### config.mk
export PLATFORM = sky130hd
export DESIGN_NAME = ifetch_stage
export DESIGN_NICKNAME = d
export VERILOG_FILES = /design/src/rtl/ifetch_pkg.sv /design/src/rtl/ifetch_jdec.sv /design/src/rtl/ifetch_ctrl.sv /design/src/rtl/ifetch_addr.sv /design/src/rtl/ifetch_irq.sv /design/src/rtl/ifetch_stage.sv
export SDC_FILE = /design/constraint.sdc
export NUM_CORES = 1
export LEC_CHECK = 0
export BUFFER_PORTS_ARGS = -buffer_cell sky130_fd_sc_hd__buf_4
export CAP_MARGIN = 30
export CORE_UTILIZATION = 43
export CTS_CLUSTER_SIZE = 10
export DETAILED_ROUTE_END_ITERATION = 16
export MAX_ROUTING_LAYER = met4
export PLACE_DENSITY = 0.71
export REMOVE_ABC_BUFFERS = 1
export SYNTH_ARGS = -nofsm -noshare
export SYNTH_HDL_FRONTEND = slang
export SYNTH_SLANG_ARGS = --single-unit
### constraint.sdc
create_clock -name clk -period 2.25 [get_ports clk]
set_input_delay 0.3375 -clock clk [delete_from_list [all_inputs] [get_ports clk]]
set_output_delay 0.3375 -clock clk [all_outputs]
set_load 0.05 [all_outputs]
### src/rtl/ifetch_pkg.sv
package ifetch_pkg;

  // Sequencing states of the fetch stage
  typedef enum logic [1:0] {
    FS_PRIME = 2'd0,  // first cycle after reset: present PC, hold state
    FS_RUN   = 2'd1,  // normal stepping, jump may be reported taken
    FS_FILL  = 2'd2   // target word arriving, complete the jump step
  } fstate_e;

endpackage

### src/rtl/ifetch_jdec.sv
module ifetch_jdec #(
  parameter int unsigned OP_W   = 8,
  parameter logic [OP_W-1:0] JMP_OP = 8'h0B
) (
  input  logic [OP_W-1:0] opcode_i,
  output logic            is_jmp_o
);

  assign is_jmp_o = (opcode_i == JMP_OP);

endmodule

### src/rtl/ifetch_ctrl.sv
module ifetch_ctrl
  import ifetch_pkg::*;
(
  input  logic    clk,
  input  logic    rst_n,
  input  logic    is_jmp_i,
  input  logic    taken_i,
  output fstate_e state_o,
  output logic    take_o,
  output logic    step_o
);

  fstate_e state_q, state_d;

  // A taken report only counts in a running cycle holding a jump
  assign take_o = (state_q == FS_RUN) && is_jmp_i && taken_i;

  always_comb begin
    state_d = state_q;
    step_o  = 1'b0;
    case (state_q)
      FS_PRIME: state_d = FS_RUN;
      FS_RUN: begin
        if (take_o) begin
          state_d = FS_FILL;
        end else begin
          step_o = 1'b1;
        end
      end
      FS_FILL: begin
        step_o  = 1'b1;
        state_d = FS_RUN;
      end
      default: state_d = FS_PRIME;
    endcase
  end

  always_ff @(posedge clk) begin
    if (!rst_n) begin
      state_q <= FS_PRIME;
    end else begin
      state_q <= state_d;
    end
  end

  assign state_o = state_q;

endmodule

### src/rtl/ifetch_addr.sv
module ifetch_addr
  import ifetch_pkg::*;
#(
  parameter int unsigned XLEN    = 32,
  parameter int unsigned PC_STEP = 4
) (
  input  logic            clk,
  input  logic            rst_n,
  input  fstate_e         state_i,
  input  logic            take_i,
  input  logic [XLEN-1:0] pc_i,
  input  logic [XLEN-1:0] target_i,
  output logic [XLEN-1:0] addr_o,
  output logic [XLEN-1:0] next_pc_o
);

  localparam logic [XLEN-1:0] STEP_V = XLEN'(PC_STEP);

  logic [XLEN-1:0] tgt_q;
  logic [XLEN-1:0] seq_pc;

  assign seq_pc = pc_i + STEP_V;

  // Target is captured in the reporting cycle, used in the fill cycle
  always_ff @(posedge clk) begin
    if (!rst_n) begin
      tgt_q <= '0;
    end else if (take_i) begin
      tgt_q <= target_i;
    end
  end

  always_comb begin
    addr_o    = pc_i;
    next_pc_o = pc_i;
    case (state_i)
      FS_PRIME: begin
        addr_o    = pc_i;
        next_pc_o = pc_i;
      end
      FS_RUN: begin
        if (take_i) begin
          addr_o    = target_i;
          next_pc_o = pc_i;
        end else begin
          addr_o    = seq_pc;
          next_pc_o = seq_pc;
        end
      end
      FS_FILL: begin
        addr_o    = tgt_q;
        next_pc_o = tgt_q;
      end
      default: begin
        addr_o    = pc_i;
        next_pc_o = pc_i;
      end
    endcase
  end

endmodule

### src/rtl/ifetch_irq.sv
module ifetch_irq #(
  parameter int unsigned XLEN = 32
) (
  input  logic            clk,
  input  logic            rst_n,
  input  logic            step_i,
  input  logic [XLEN-1:0] rdata_i,
  output logic [XLEN-1:0] cir_o,
  output logic [XLEN-1:0] pir_o
);

  logic [XLEN-1:0] cir_q, pir_q;

  always_ff @(posedge clk) begin
    if (!rst_n) begin
      cir_q <= '0;
      pir_q <= '0;
    end else if (step_i) begin
      cir_q <= rdata_i;
      pir_q <= cir_q;
    end
  end

  assign cir_o = cir_q;
  assign pir_o = pir_q;

endmodule

### src/rtl/ifetch_stage.sv
module ifetch_stage
  import ifetch_pkg::*;
#(
  parameter int unsigned     XLEN     = 32,
  parameter int unsigned     OP_W     = 8,
  parameter int unsigned     PC_STEP  = 4,
  parameter logic [OP_W-1:0] JMP_OP   = 8'h0B,
  parameter logic [XLEN-1:0] RESET_PC = '0
) (
  input  logic            clk,
  input  logic            rst_n,
  input  logic            jmp_taken_i,
  input  logic [XLEN-1:0] jmp_target_i,
  input  logic [XLEN-1:0] imem_rdata_i,
  output logic [XLEN-1:0] imem_addr_o,
  output logic [XLEN-1:0] pc_o,
  output logic [XLEN-1:0] cur_instr_o,
  output logic [XLEN-1:0] prev_instr_o,
  output logic            step_o
);

  // Opcode occupies the top OP_W bits of the word
  localparam int unsigned OP_LSB = XLEN - OP_W;

  fstate_e         state;
  logic            is_jmp;
  logic            take_jmp;
  logic            in_fill;
  logic [XLEN-1:0] next_pc;
  logic [XLEN-1:0] pc_q;

  ifetch_jdec #(
    .OP_W   (OP_W),
    .JMP_OP (JMP_OP)
  ) u_jdec (
    .opcode_i (cur_instr_o[XLEN-1:OP_LSB]),
    .is_jmp_o (is_jmp)
  );

  ifetch_ctrl u_ctrl (
    .clk      (clk),
    .rst_n    (rst_n),
    .is_jmp_i (is_jmp),
    .taken_i  (jmp_taken_i),
    .state_o  (state),
    .take_o   (take_jmp),
    .step_o   (step_o)
  );

  ifetch_addr #(
    .XLEN    (XLEN),
    .PC_STEP (PC_STEP)
  ) u_addr (
    .clk       (clk),
    .rst_n     (rst_n),
    .state_i   (state),
    .take_i    (take_jmp),
    .pc_i      (pc_q),
    .target_i  (jmp_target_i),
    .addr_o    (imem_addr_o),
    .next_pc_o (next_pc)
  );

  ifetch_irq #(
    .XLEN (XLEN)
  ) u_irq (
    .clk     (clk),
    .rst_n   (rst_n),
    .step_i  (step_o),
    .rdata_i (imem_rdata_i),
    .cir_o   (cur_instr_o),
    .pir_o   (prev_instr_o)
  );

  always_ff @(posedge clk) begin
    if (!rst_n) begin
      pc_q <= RESET_PC;
    end else begin
      pc_q <= next_pc;
    end
  end

  assign pc_o    = pc_q;
  assign in_fill = (state == FS_FILL);

endmodule

==> flow_summary.ini, run 1 <==
[global_route]
antenna_found_initial = 0
grt_max_degree = 76
grtUsageTotal_pct = 32.6
grt_pass1_wl_um = 39900
grt_pass1_vias = 7799
grt-ovfl-total = 0

[setup_path]
startpoint = pc_o[19]
end_kind = primary output
cp_max_fo = 2
cp-start-kind = flop
worstPathRequired_ns = 1.91
critical_path_class = reg -> out
cp.arrival_ns = 2.47
r2r_start = u_irq.cir_o[26]

[sta]
setup_viol = 89
tns_ns = -28.30
max-slew-margin-rel_pct = 62.0
worst_slack_ns = -0.559
worst_slew_pin_slew_ns = 0.570
hold_viol_final = 0
fin_crit_sh_pct = 125
clock.fmax_ghz = 0.356
finalClockSkew_ns = 0.00862
grt_setup_unrepaired = true
slew_violations = 0
whs_ns = 0.127
post-route-min-period_ns = 2.81

[yosys]
yosysSeqAreaShare_pct = 38.8
synthArstFlopShare_pct = 0
syn_avg_cell_area_um2 = 7.55
netlist_top_cells_area = dfxtp_1, nand2_1, a21oi_1, o21ai_0, clkbuf_1
synth_seq_cells = 130
netlist.area_leader.share_pct = 38.8
synth.most_common_cell = nand2_1
syn_inst = 889
syn_area_um2 = 6710
synth_common_cells = nand2_1, dfxtp_1, a21oi_1
synth_edf_count = 0
synth_cell_type_count = 69
synth.largest_area_cell = dfxtp_1
ys_warn_count = 0
ys.flop_type = dfxtp_1

[die]
core.rowCount = 45
die_area_um2 = 16100
die_y_um = 127
die_w_um = 127
io_pins = 196
start_util_pct = 44.1
fp.coreArea_um2 = 15200

[cts]
htreeDepth = 4
cts_sinks = 130
clk_latency_ns = 0.43
cts_tree = yes
numCtsBuffers = 17
clk_path_buf_depth = 2
path_clk_slew_ns = 0.06
cts_root_buf = clkbuf_16

[detailed_routing]
firstDrtPassIters = 6
top_layer = met4
routed-wl-met2_um = 15000
finalWirelength_um = 30800
drt_iter0_drc = 995
route.detailed.drc = 0
drt-vias-per-instance = 6.23
met1_length_um = 11000
vias = 8970
wl_met3_um = 3210
ant_nets = 0
avgRoutedWirePerCell_um = 21.4

[final_layout]
layout.cells.non_filler = 1440
diodes = 0
utilization_pct = 77.7
drive_gt1_share_pct = 51.0
nets = 1312
final_cell_area_um2 = 11800
synthToLayoutAreaGrowth_pct = 76.0

[power]
p_per_area_nw_per_um2 = 1330
leakage_nw = 4.89
irDropWorstVdd_uv = 814

[min_path]
holdCritStartpoint = imem_rdata_i[26]
hp-class = in -> reg

[placed_design]
hpwl_um = 16600
io_buffers = 195
post-place-cells = 1337
placed_area_um2 = 9270
routabilityCongestion = 0.947

[outcome]
status = finished with violations
violations = setup timing

[job]
drv_cap = 0
[what timing repair did]
action / CTS / global route
setup buffers: 26 / 35
endpoints found under the setup margin: 34 / 83
hold buffers: 0 / 0
cloned: 3 / 11
pin swaps: 41 / 119
resized for setup: 121 / 232
[cells in the final DEF (no fill, tap or decap), drive strengths merged, types with 8 or more instances in the layout]
cell type,n
buf,404
nand2,212
dfxtp,130
a21oi,126
o21ai,41
nand3,31
nor2,28
clkbuf,24
nand4,17
nor3,17
a31oi,16
inv,16
a221o,14
o21a,12
a22o,10
o22a,8
and2,8
o31ai,8
or4,8
[critical path, stage by stage (launching register included)]
cell and delay, ns:
dfxtp_2 0.34, and2_4 0.14, nand4_1 0.17, buf_4 0.20
or4_4 0.54, o31ai_2 0.23, a22o_1 0.23, buf_6 0.17
[final cells by class]
type,count,area (um^2)
fillers,1004,3400
clock buffers,18,429
repair buffers,411,3660
inverters,14,60.1
multi-input cells,665,4590
clock inverters,14,180
flip-flops and latches,130,2650
well taps,188,235
[metal layers]
metal	up-vias	track usage, %
met5	-	-
met4	0	13.5
met3	162	9.11
met2	619	53.0
met1	4243	37.7
li1	3946	-
[state kept, by name, summed over array words and instances, names as in the netlist]
| signal | cells |
|---|---|
| u_irq.cir_o | 32 |
| u_irq.pir_o | 32 |
| pc_o | 32 |
| u_addr.tgt_q | 32 |
| u_ctrl.state_o | 2 |
[through the flow]
| step | worst slack [ns] | total power [W] |
|---|---|---|
| after floorplan | -3.94 | 0.00731 |
| after global placement | -0.132 | 0.0100 |
| after detailed placement | -0.168 | 0.0101 |
| after CTS | -0.405 | 0.0137 |
| after global routing | -0.553 | 0.0161 |
| final | -0.559 | 0.0157 |
[cells by family after synthesis]
family	synth area share, %
xor gates and xnor gates	0.261
muxes	0.634
AOI/OAI and AO/OA	29.0
and+or+nand+nor	24.4
adders and majority gates	1.12
DFF	38.8
buffers and inverters	5.86
[power by group]
group	internal (W)	switching [W]
clock	0.00176	0.00117
combinational	0.00395	0.00588
sequential	0.00261	0.000326
total	0.00832	0.00737
[worst paths after layout]
check	end	slack (ns)	depth (start not counted)
worst max-delay path	imem_addr_o[26]	-0.56	7
worst min-delay path	u_irq.cir_o[26]	0.13	3
worst max register to register	u_irq.pir_o[27]	-0.32	15
worst min register to register	u_irq.pir_o[4]	0.45	2
No activity file was read; power rests on OpenSTA's default activity.
==> run 2, diff against run 1 <==
Settings changed: CTS_CLUSTER_DIAMETER set to 30, PLACE_DENSITY 0.71 to 0.68.
Clock period 2.25 ns to 3.45 ns, I/O delays scaled along.
==> run 2 against run 1 <==
Compared with the run above: the run now ends clean; final area decreased by 24%; sequential power is 35% lower; via count down 18%; die area stayed put; clock-buffer cell count rose by 1; utilization shrank 18 points; worst hold slack gained 0.19 ns; non-clock buffer count fell by 184; clock power is 38% lower; register-to-register slack improved by 1.2 ns; sequential share of layout area rose by 6.5 points; critical endpoint unchanged; highest routed layer unchanged.
==> flow_summary.ini, run 2 (synthesized netlist as in run 1, its figures left out) <==
[sta]
fin_crit_sh_pct = 96.5
slew_violations = 0
tns_ns = 0
post-route-min-period_ns = 3.33
clock.fmax_ghz = 0.300
max-slew-margin-rel_pct = 38.3
hold_viol_final = 0
setup_viol = 0
worst_slew_pin_slew_ns = 0.920
grt_setup_unrepaired = false
finalClockSkew_ns = 0.00779

[detailed_routing]
firstDrtPassIters = 5
drt-vias-per-instance = 5.87
drt_iter0_drc = 445
ant_nets = 0
route.detailed.drc = 0
avgRoutedWirePerCell_um = 17.8
finalWirelength_um = 22400
vias = 7373

[global_route]
grt_pass1_vias = 6751
antenna_found_initial = 0
grt_pass1_wl_um = 34900
grtUsageTotal_pct = 28.3
grt_max_degree = 65
grt-ovfl-total = 0

[min_path]
hp-class = in -> reg
whs_path_depth = 3

[placed_design]
placed_area_um2 = 8340
io_buffers = 195
hpwl_um = 15100
routabilityCongestion = 0.908

[power]
p_switching_w = 0.00391
irDropWorstVdd_uv = 618
p_per_area_nw_per_um2 = 890
power.total_w = 0.00801
combPwrFrac_pct = 53.6
p_sw_share_pct = 48.8
p_clk_share_pct = 22.6
seqPwrFrac_pct = 23.8
leakage_nw = 3.50
internal-power_w = 0.00411

[setup_path]
critPathCapture = imem_addr_o[26]
reg2reg_depth = 6
cp-start-kind = flop
rrSetupSlack_ns = 0.87
r2r-end = pc_o[27]
cp_max_fo = 9
end_kind = primary output
worstPathRequired_ns = 2.93
critical_path_class = reg -> out
startpoint = pc_o[10]
r2r_start = u_ctrl.state_o[0]
cp.arrival_ns = 2.81

[die]
core.rowCount = 45
die_w_um = 127
start_util_pct = 44.1
io_pins = 196
die_y_um = 127
fp.coreArea_um2 = 15200
die_area_um2 = 16100

[cts]
htreeDepth = 4
cts_sinks = 130
clk_latency_ns = 0.42
clk_path_buf_depth = 2
cts_root_buf = clkbuf_16
numCtsBuffers = 17
cts_tree = yes
path_clk_slew_ns = 0.06

[final_layout]
final_common_cell = buf_4
final_cell_area_um2 = 9000
nets = 1127
synthToLayoutAreaGrowth_pct = 34.2
drive_gt1_share_pct = 26.7
diodes = 0
layout_common_cells = buf_4, nand2_1, dfxtp_1

[job]
drv_cap = 0

[outcome]
status = finished clean
[run 2: cell types whose count changed in the layout (fill, tap and decap cells not counted), sizes merged, moves of 3 or more]
| cell | delta |
|---|---|
| clkbuf | -5 |
| buf | -177 |
| clkinvlp | +3 |
| clkinv | -4 |
[run 2: power groups by stage]
stage	clock (W)	sequential (W)	combinational [W]
floorplan	0	0.00248	0.00229
global placement	0	0.00193	0.00425
detailed placement	0	0.00193	0.00427
CTS	0.00183	0.00190	0.00428
global route	0.00190	0.00194	0.00455
finish	0.00181	0.00191	0.00430
[run 2: through the flow]
stage	worst slack, ns	cells	hold slack (ns)	util (%)
2_1_floorplan	-2.74	808	0.432	-
3_3_place_gp	0.271	1220	0.442	54.9
3_5_place_dp	0.302	1220	0.448	54.9
4_1_cts	0.0181	1252	0.301	58.9
5_1_grt	0.0159	1255	0.320	59.2
6_report	0.121	1255	0.312	59.2
[run 2: layout make-up]
type | count | area, um^2
repair buffers | 227 | 1750
clock inverters | 13 | 150
multi-input cells | 664 | 3770
well taps | 188 | 235
flip-flops and latches | 130 | 2610
fillers | 1421 | 6200
inverters | 14 | 52.6
clock buffers | 19 | 443
[run 2: what timing repair did]
action | CTS | global route
pin swaps | 0 | 1
endpoints found under the setup margin | 4 | 27
resized for setup | 4 | 9
buffers inserted | 0 | 3
hold buffers | 0 | 0
[run 2: worst min path at each step]
stage | slack (ns) | start | to
2_1_floorplan | 0.43 | u_addr.tgt_q[7] | u_addr.tgt_q[7]
3_3_place_gp | 0.44 | u_irq.pir_o[16] | u_irq.pir_o[16]
3_5_place_dp | 0.45 | u_addr.tgt_q[3] | u_addr.tgt_q[3]
4_1_cts | 0.30 | imem_rdata_i[30] | u_irq.cir_o[30]
5_1_grt | 0.32 | imem_rdata_i[29] | u_irq.cir_o[29]
6_report | 0.31 | imem_rdata_i[30] | u_irq.cir_o[30]
[run 2: layer usage]
layer	track usage [%]	vias to the layer above	share of wire [%]
li1	-	3568	-
met1	35.1	3441	43
met2	43.5	329	46
met3	7.68	35	9.1
met4	11.4	0	1.9
met5	-	-	0
[run 2: critical path, cell delays in order, from the launching register on]
cell,delay [ns]
dfxtp_1,0.51
and4_1,0.32
nand4_1,0.31
or4_1,0.61
o31ai_1,0.25
a22o_1,0.20
buf_4,0.20
==> run 3, diff against run 2 <==
Settings changed: PLACE_DENSITY 0.68 to 0.71.
Clock period 3.45 ns to 2.9 ns, I/O delays scaled along.
==> run 3 against run 2 <==
Compared with the run above: global-route usage rose by 1.4 points; routed wire length rose by 6.5%; sequential share of layout area fell by 1.1 points; clock-buffer cell count did not move; clock skew rose by 0.0011 ns; final area increased by 5.3%; final cell count rose by 2.9%; worst setup slack worse by 0.091 ns; critical path depth is 1 higher; largest power group unchanged.
==> flow_summary.ini, run 3 (synthesized netlist as in run 1, its figures left out) <==
[setup_path]
cp-start-kind = flop
critical_path_class = reg -> out
cpMostUsedCell = buf_4
cp.arrival_ns = 2.43
path_buf_inv = 3
crit_family = compound AO/OA/AOI/OAI gates
cp_max_fo = 17
worstPathRequired_ns = 2.47
cp_cell_sequence = inv_1 > ha_2 > buf_4 > a221o_1 > o21a_1 > o22a_1 > buf_4
slowest_stage = dfxtp_2
end_kind = primary output
max_stage_delay_ns = 0.40

[detailed_routing]
vias = 7632
route.detailed.drc = 0
drt_iter0_drc = 762
avgRoutedWirePerCell_um = 18.5
ant_nets = 0
finalWirelength_um = 23800
firstDrtPassIters = 5
drt-vias-per-instance = 5.91

[power]
p_per_area_nw_per_um2 = 1040
irDropWorstVdd_uv = 487
p_sw_share_pct = 48.8
leakage_nw = 3.75
seqPwrFrac_pct = 22.8
p_switching_w = 0.00480
power.total_w = 0.00983
combPwrFrac_pct = 55.4
internal-power_w = 0.00503
p_clk_share_pct = 21.8

[die]
die_y_um = 127
die_area_um2 = 16100
core.rowCount = 45
io_pins = 196
fp.coreArea_um2 = 15200
die_w_um = 127
start_util_pct = 44.1

[final_layout]
fillers = 1360
layout_common_cells = buf_4, nand2_1, a21oi_1
final_common_cell = buf_4
diodes = 0
nets = 1163
synthToLayoutAreaGrowth_pct = 41.3
drive_gt1_share_pct = 31.7

[min_path]
hp-class = in -> reg

[cts]
clk_path_buf_depth = 2
numCtsBuffers = 17
cts_tree = yes
postCtsHoldBufs = 0
htreeDepth = 4
cts_sinks = 130
cts_root_buf = clkbuf_16
clk_latency_ns = 0.42
path_clk_slew_ns = 0.06

[global_route]
grt_pass1_vias = 7051
antenna_found_initial = 0
grt_pass1_wl_um = 36500
grt_max_degree = 65
grt-ovfl-total = 0
grtUsageTotal_pct = 29.6

[sta]
hold_viol_final = 0
setup_viol = 0
max-slew-margin-rel_pct = 37.5
worst_slack_ns = 0.0301
slew_violations = 0
clock.fmax_ghz = 0.348
finalClockSkew_ns = 0.00885
fin_crit_sh_pct = 99.0
tns_ns = 0
post-route-min-period_ns = 2.87
worst_slew_pin_slew_ns = 0.931

[placed_design]
io_buffers = 195
hpwl_um = 15600
place_ws_ns = 0.204
routabilityCongestion = 0.918

[outcome]
status = finished clean

[job]
drv_cap = 0
## run 3: final timing paths
kind | from | cells past startpoint | slack [ns] | end
worst max-delay path | u_ctrl.state_o[0] | 7 | 0.03 | imem_addr_o[19]
worst min-delay path | imem_rdata_i[26] | 3 | 0.23 | u_irq.cir_o[26]
worst max register to register | u_ctrl.state_o[1] | 7 | 0.53 | pc_o[28]
worst min register to register | u_addr.tgt_q[0] | 2 | 0.45 | u_addr.tgt_q[0]
## run 3: repair_timing
| action | 4_1_cts | 5_1_grt |
|---|---|---|
| pin swaps | 4 | 11 |
| endpoints found under the setup margin | 31 | 25 |
| gates cloned | 0 | 4 |
| endpoints found under the hold margin | 0 | 0 |
| setup buffers | 1 | 7 |
| resized for setup | 21 | 44 |
## run 3: area by class of cell
cell class	instances	area (um^2)	area share (%)
well taps	188	235	2.48
clock inverters	13	153	1.61
repair buffers	261	2060	21.8
multi-input cells	666	3900	41.1
flip-flops and latches	130	2640	27.9
clock buffers	19	433	4.57
inverters	14	52.6	0.555
## run 3: stage by stage
stage / instances / area (um^2) / utilization, % / hold slack (ns)
after global placement: 1247 / 8570 / 56.4 / 0.438
after CTS: 1280 / 9240 / 60.8 / 0.214
final: 1291 / 9480 / 62.3 / 0.226
after floorplan: 808 / 6370 / - / 0.432
after detailed placement: 1247 / 8570 / 56.4 / 0.448
after global routing: 1291 / 9480 / 62.3 / 0.235
## run 3: worst register-to-register path, delay by kind of cell (launching register included)
kind | cells | cell delay [ns]
AO/OA/AOI/OAI | 2 | 0.45
buffers and inverters | 2 | 0.37
adder cells (fa/ha/maj) | 1 | 0.17
flip-flops | 1 | 0.34
AND/OR/NAND/NOR | 2 | 0.95
## run 3: power groups by stage
stage / Clock (W) / Sequential [W] / Combinational [W]
final: 0.00214 / 0.00225 / 0.00544
after global routing: 0.00225 / 0.00228 / 0.00574
after CTS: 0.00216 / 0.00222 / 0.00530
after detailed placement: 0 / 0.00224 / 0.00527
after global placement: 0 / 0.00223 / 0.00525
after floorplan: 0 / 0.00295 / 0.00273
## run 3: layer usage
layer	up-vias	GRT usage [%]	wire [um]
li1	3643	-	-
met4	0	10.5	541
met3	41	7.93	2240
met2	388	48.0	11400
met5	-	-	0
met1	3560	35.4	9620
